===== src/rtl/cs_pkg.sv =====
package cs_pkg;
    typedef enum logic {
        FLAG_ON_RD0 = 1'b0,
        FLAG_ON_RD1 = 1'b1
    } flag_route_e;

    localparam int RD_SER  = 2;
    localparam int RD_LINES = 3;
endpackage


===== src/rtl/cs_edge.sv =====
module cs_edge #(
    parameter int W = 2
) (
    input  logic         clk,
    input  logic         rst_n,
    input  logic [W-1:0] lvl,
    output logic [W-1:0] rise
);
    typedef struct packed {
        logic [W-1:0] prev;
    } edge_st_t;

    edge_st_t st_d, st_q;

    always_comb begin
        st_d      = st_q;
        st_d.prev = lvl;
    end

    always_ff @(posedge clk or negedge rst_n) begin
        if (!rst_n) st_q <= '0;
        else        st_q <= st_d;
    end

    for (genvar i = 0; i < W; i++) begin : g_rise
        assign rise[i] = lvl[i] & ~st_q.prev[i];
    end
endmodule


===== src/rtl/cs_shifter.sv =====
module cs_shifter #(
    parameter int BUS_W = 16,
    localparam int SR_W = 2 * BUS_W
) (
    input  logic             clk,
    input  logic             rst_n,
    input  logic             do_load,
    input  logic             do_shift,
    input  logic [BUS_W-1:0] hi,
    input  logic [BUS_W-1:0] lo,
    output logic [SR_W-1:0]  sr
);
    typedef struct packed {
        logic [SR_W-1:0] data;
    } sh_st_t;

    sh_st_t st_d, st_q;

    always_comb begin
        st_d = st_q;
        if (do_load)
            st_d.data = {hi, lo};
        else if (do_shift)
            st_d.data = {1'b0, st_q.data[SR_W-1:1]};
    end

    always_ff @(posedge clk or negedge rst_n) begin
        if (!rst_n) st_q <= '0;
        else        st_q <= st_d;
    end

    assign sr = st_q.data;
endmodule


===== src/rtl/cs_status.sv =====
module cs_status #(
    parameter int N_STAT = 4,
    localparam int SEL_W = (N_STAT > 1) ? $clog2(N_STAT) : 1
) (
    input  logic              clk,
    input  logic              rst_n,
    input  logic              arm,
    input  logic [N_STAT-1:0] stat,
    input  logic [SEL_W-1:0]  sel,
    output logic              flag
);
    typedef struct packed {
        logic hit;
    } lat_st_t;

    lat_st_t st_d, st_q;
    logic    watched;

    always_comb begin
        watched = 1'b1;
        for (int i = 0; i < N_STAT; i++) begin
            if (sel == SEL_W'(i)) watched = stat[i];
        end
    end

    always_comb begin
        st_d = st_q;
        if (arm && !watched)
            st_d.hit = 1'b1;
        else if (!arm && watched)
            st_d.hit = 1'b0;
    end

    always_ff @(posedge clk or negedge rst_n) begin
        if (!rst_n) st_q <= '0;
        else        st_q <= st_d;
    end

    assign flag = st_q.hit;
endmodule


===== src/rtl/capture_serializer.sv =====
module capture_serializer
    import cs_pkg::*;
#(
    parameter int BUS_W  = 16,
    parameter int N_STAT = 4,
    localparam int SR_W  = 2 * BUS_W,
    localparam int SEL_W = (N_STAT > 1) ? $clog2(N_STAT) : 1
) (
    input  logic                clk,
    input  logic                rst_n,
    input  logic                load_ctl,
    input  logic                shift_ctl,
    input  logic                arm_ctl,
    input  logic [BUS_W-1:0]    bus_hi,
    input  logic [BUS_W-1:0]    bus_lo,
    input  logic [N_STAT-1:0]   stat_in,
    input  logic [SEL_W-1:0]    stat_sel,
    input  logic                route_sel,
    input  logic                ser_en,
    output logic [RD_LINES-1:0] host_rd
);
    logic [1:0]      rise;
    logic [SR_W-1:0] sr_q;
    logic            flag_q;
    flag_route_e     route;

    cs_edge #(.W(2)) u_edge (
        .clk  (clk),
        .rst_n(rst_n),
        .lvl  ({load_ctl, shift_ctl}),
        .rise (rise)
    );

    cs_shifter #(.BUS_W(BUS_W)) u_shift (
        .clk     (clk),
        .rst_n   (rst_n),
        .do_load (rise[1]),
        .do_shift(rise[0]),
        .hi      (bus_hi),
        .lo      (bus_lo),
        .sr      (sr_q)
    );

    cs_status #(.N_STAT(N_STAT)) u_stat (
        .clk  (clk),
        .rst_n(rst_n),
        .arm  (arm_ctl),
        .stat (stat_in),
        .sel  (stat_sel),
        .flag (flag_q)
    );

    always_comb begin
        route           = flag_route_e'(route_sel);
        host_rd         = '0;
        host_rd[0]      = flag_q & (route == FLAG_ON_RD0);
        host_rd[1]      = flag_q & (route == FLAG_ON_RD1);
        host_rd[RD_SER] = ser_en & sr_q[0];
    end
endmodule


===== config.mk =====
export PLATFORM = sky130hd
export DESIGN_NAME = capture_serializer
export DESIGN_NICKNAME = d
export VERILOG_FILES = /design/src/rtl/cs_pkg.sv /design/src/rtl/cs_edge.sv /design/src/rtl/cs_shifter.sv /design/src/rtl/cs_status.sv /design/src/rtl/capture_serializer.sv
export SDC_FILE = /design/constraint.sdc
export NUM_CORES = 1
export LEC_CHECK = 0
export BUFFER_PORTS_ARGS = -buffer_cell sky130_fd_sc_hd__buf_4
export CAP_MARGIN = 20
export CELL_PAD_IN_SITES_DETAIL_PLACEMENT = 2
export CELL_PAD_IN_SITES_GLOBAL_PLACEMENT = 2
export CORE_MARGIN = 2
export CORE_UTILIZATION = 32
export DETAILED_ROUTE_END_ITERATION = 7
export PLACE_DENSITY_LB_ADDON = 0.08
export SYNTH_ARGS = -nofsm -noshare
export SYNTH_HDL_FRONTEND = slang
export SYNTH_SLANG_ARGS = --single-unit

===== constraint.sdc =====
create_clock -name clk -period 1.3 [get_ports clk]
set_clock_uncertainty 0.1 [all_clocks]
set_input_delay 0 -clock clk [delete_from_list [all_inputs] [get_ports clk]]
set_output_delay 0 -clock clk [all_outputs]
set_load 0.02 [all_outputs]

Word level (Yosys, flattened, before mapping). Index checks and enable logic that the tools add are counted.

Register bits after elaboration: 35. Latch bits: 0. RAM bits: 0. Bits in read-only memories: 0. Input port bits: 45. Output and inout port bits: 3. Word-level logic and storage cells: 29. Memories: 0.

$add $sub $neg: 0. Multiply operators: 0. Divide/modulo/power cells: 0. Order comparisons: 0. Equal/unequal tests: 3. Shift operators: 0. Mux-type cells: 8. Bitwise logic cells: 8. Reduce and logical (&&, ||, !) cells: 7.

Operators by type and width (count): 32-bit 2-to-1 mux (2); 1-bit 2-to-1 mux (6); 1-bit AND (5); 2-bit == test, second input constant (2); 2-bit nonzero test (2); 1-bit inverter (3); 2-bit by 1-bit == test with 1-bit output, second input constant (1); 1-bit logical AND (2); 1-bit zero test (2); 2-bit zero test (1).

Longest topological paths before layout.
Depth after elaboration: 8. Depth in mapped cells: 5. Gate-level depth less buffers: 4.

Cells and area by module. A second synthesis with hierarchy kept.

Cell total of the unflattened synthesis: 151. Area total of the unflattened synthesis: 1690.4 µm².

Modules (own cells, without submodules): cs_shifter (times used 1, cells an instance 139, area an instance 1515.2 µm², seq. area each 800.8 µm²); cs_edge (times used 1, cells an instance 4, area an instance 77.6 µm², seq. area each 50.0 µm²); cs_status (times used 1, cells an instance 5, area an instance 75.1 µm², seq. area each 25.0 µm²); capture_serializer (times used 1, cells an instance 3, area an instance 22.5 µm², seq. area each 0.0 µm²).

Worst setup path after synthesis. Ideal clock, no wire load.

Path kind: input-to-reg. From: in stat_sel[0]. To: reg u_stat.st_q (netlist: u_stat.flag). Library setup time: 125 ps. Arrival: 995 ps. Data required time: 1075 ps. Setup slack: 80 ps. Stages: 4. Path buffers: 0. Cells stage by stage: mux4_2 -> inv_1 -> ha_1 -> mux2_2.

Word-level cells in the longest chain between the ends: 8. Elaborated cells on any way between the ends: 13. Classes of those cells: eq/ne: 3; mux: 5; reduce/logical: 5.

Ends and longest elaborated chain: start: declaration (RTL line capture_serializer.sv:17) `input logic [SEL_W-1:0] stat_sel,`; 2-bit zero test (RTL line cs_status.sv:22) `if (sel == SEL_W'(i)) watched = stat[i];`; 1-bit 2-to-1 mux (3 in a row) (RTL line cs_status.sv:22); 1-bit 2-to-1 mux * (RTL line cs_status.sv:22); 1-bit zero test (RTL line cs_status.sv:28) `if (arm && !watched)`; 1-bit logical AND (RTL line cs_status.sv:28); 1-bit 2-to-1 mux or 2-bit nonzero test (tied branches); end signal: assignment (RTL line cs_status.sv:36) `else st_q <= st_d;`; end: declaration (RTL line cs_status.sv:16) `lat_st_t st_d, st_q;`.

Every way passes the cells marked *; elsewhere a longest branch is shown, timed or not. A chain may end at the register's enable or synchronous reset.

Worst setup path after layout.
From: in shift_ctl. To: reg u_shift.st_q, in the netlist u_shift.sr[28].

Word-level cells in the longest chain between the ends: 2.

Ends and longest elaborated chain: start: declaration (RTL line capture_serializer.sv:12) `input logic shift_ctl,`; 1-bit AND (RTL line cs_edge.sv:26) `assign rise[i] = lvl[i] & ~st_q.prev[i];`; 2-bit nonzero test (no line); end signal: assignment (RTL line cs_shifter.sv:29) `else st_q <= st_d;`; end: declaration (RTL line cs_shifter.sv:17) `sh_st_t st_d, st_q;`.

No other way between the ends.

==> metrics.cfg <==
[run_status]
status = finished, final reports clean

[finish]
final_area_um2 = 2520
drive_gt1_share_pct = 27.9
synthToLayoutAreaGrowth_pct = 50.9
final_nets = 279
diodes = 0
seq_area_um2 = 876
multi_input_area_um2 = 691
fillers = 545

[placed_design]
hpwl_um = 2720
gp_congestion = 0.667
port_buffers = 47
postPlaceCellArea_um2 = 2070

[worst_setup_path]
worstSetupPathType = input pin to register
worst_ep_required_time_ns = 1.36
crit_arrival_ns = 1.30
end_kind = register
critPathMaxFanout = 19
startpoint_type = input pin

[detailed_routing]
route.vias.total = 1402
finalWirelength_um = 4480
drt_iter0_markers = 45
drc = 0
antenna_left = 0
post_drt_wl_per_cell_um = 14.8
dr.pass1.iters = 4
via_per_inst = 4.63

[logic_synthesis]
synth_top_area_share_pct = 52.4
synthCells = 151
netlist_area_um2 = 1670
yosys_warnings = 0
syn_nets = 197
ys_ff_latch = 35
synth.largest_area_cell = dfrtp_1
ys_seq_area_share_pct = 52.4
synth_area_leaders = dfrtp_1 (52%), mux2i_1 (19%), a21oi_1 (9.3%)
syn_area_per_cell_um2 = 11.1
synth_cell_types = 17

[global_route]
grt_max_degree = 36
grt_pass1_wl_um = 7370
track_usage_pct = 16.0
grt_overflow_total = 0
antenna_found_initial = 0
grt_pass1_vias = 1592

[sta]
min_period_ns = 1.24
fmaxAchievable_ghz = 0.807
hold-worst-slack_ns = 0.00800
max_slew.worst_pin.slew_ns = 0.460
finalSetupViolCount = 0
rsz0062_at_grt = true
drv_slew = 0
slew_headroom_pct = 69.3
hold_violations = 0
min_period_over_period_pct = 95.4

[clock_network]
clkTransAtPathRegs_ns = 0.07
cts.path.max_buffers = 2
cts_buffers = 5
postCtsSetupBuffers = 0
tritoncts = yes
h-tree-depth = 2
cts_sinks = 35
insertion_delay_ns = 0.28
clock-root-buffer = clkbuf_8

[power_and_ir_drop]
p_leak_nw = 1.25
ir_drop_mv = 0.552
p_per_area_nw_per_um2 = 1100

[min_path]
worstHoldPathType = input pin to register

[floorplan]
die_y_um = 76.3
start_util_pct = 33.0
io_pins = 48
coreArea_um2 = 5070
die-area_um2 = 5820
rows = 26
die_x_um = 76.3

[run]
drv_cap = 0

-- state kept, by name, indices dropped and copies added (netlist names) --
name,count
u_shift.sr,32
u_stat.flag,1
u_edge.st_q,2
-- synthesized netlist by cell type --
cell type and instances:
dfrtp_1 35, a21oi_1 31, mux2i_1 31, nor2_1 31
buf_2 5, buf_12 4, and2_1 2, clkbuf_1 2
inv_1 2, ha_1 1, mux2_2 1, mux4_2 1
nand2b_1 1, nand2b_4 1, nand3_1 1, nor2b_1 1
o21ai_0 1
-- report_power, final --
group,leakage (nW),switching [mW],internal (mW)
Clock,0.0470,0.367,0.415
Sequential,0.391,0.104,1.27
Combinational,0.811,0.261,0.366
-- layout make-up --
cell class	instances	share of cell area, %
clock buffer	6	3.27
multi-input combinational	103	27.4
tap	70	3.47
inverter	2	0.297
sequential	35	34.7
clock inverter	1	0.198
timing repair buffer	86	30.7
-- per-stage QoR --
step	total power [mW]	setup WS, ns	utilization [%]	instances	TNS, ns
after floorplan	1.69	0.0804	-	151	0
after global placement	1.87	-0.0258	40.8	261	-0.0258
after detailed placement	1.92	-0.0692	40.8	261	-0.0692
after CTS	2.81	0.00951	49.4	303	0
after global routing	2.96	-0.0293	49.7	303	-0.0665
final	2.78	0.0603	49.7	303	0
-- cell families after synthesis --
kind of cell | after synthesis | share of synthesized area (%)
and+or+nand+nor | 37 | 9.57
DFF | 35 | 52.4
muxes | 33 | 20.6
AOI/OAI and AO/OA | 32 | 9.57
buffers and inverters | 13 | 7.18
adders and majority gates | 1 | 0.748
-- cell usage in the layout (no fill, tap or decap), drive strengths merged --
cell type,Yosys,final
clkinv,0,1
o21ai,1,1
nor2,31,31
nand3,1,1
nor2b,1,1
inv,2,2
dlygate4sd3,0,35
and2,2,2
mux4,1,1
nand2b,2,2
clkbuf,2,6
dfrtp,35,35
mux2,1,1
a21oi,31,31
mux2i,31,31
ha,1,1
buf,9,51
-- path summary, 6_finish.rpt --
| kind | startpoint | end | slack [ns] | cells after the start |
|---|---|---|---|---|
| min | arm_ctl | u_stat.flag$_DFFE_PN0P_ | 0.008 | 3 |
| min in group asynchronous | rst_n | u_shift.sr[22]$_DFFE_PN0P_ | 0.13 | 2 |
| max in group asynchronous | rst_n | u_shift.sr[26]$_DFFE_PN0P_ | 0.65 | 2 |
| max reg2reg | u_edge.st_q[0]$_DFF_PN0_ | u_shift.sr[28]$_DFFE_PN0P_ | 0.06 | 4 |
| max | shift_ctl | u_shift.sr[28]$_DFFE_PN0P_ | 0.06 | 6 |
| min reg2reg | u_stat.flag$_DFFE_PN0P_ | u_stat.flag$_DFFE_PN0P_ | 0.46 | 1 |
-- repair_timing --
action | CTS | global route
hold endpoints to repair | 69 | 0
endpoints found under the setup margin | 0 | 14
gates resized for setup | 0 | 4
hold buffers | 35 | 0
-- critical path, cell delays in order --
cell           delay, ns
dlygate4sd3_1       0.54
buf_4               0.15
nand2b_4            0.09
buf_12              0.18
mux2i_1             0.23
a21oi_1             0.10
-- per-layer routing --
metal	up-vias	GRT usage (%)	part of all wire, %
li1	679	-	-
met1	682	17.8	40
met2	36	30.2	56
met3	5	4.03	4.1
met4	0	4.18	0.69
met5	-	0	0
Note: power is estimated with default switching activity, not from simulation.
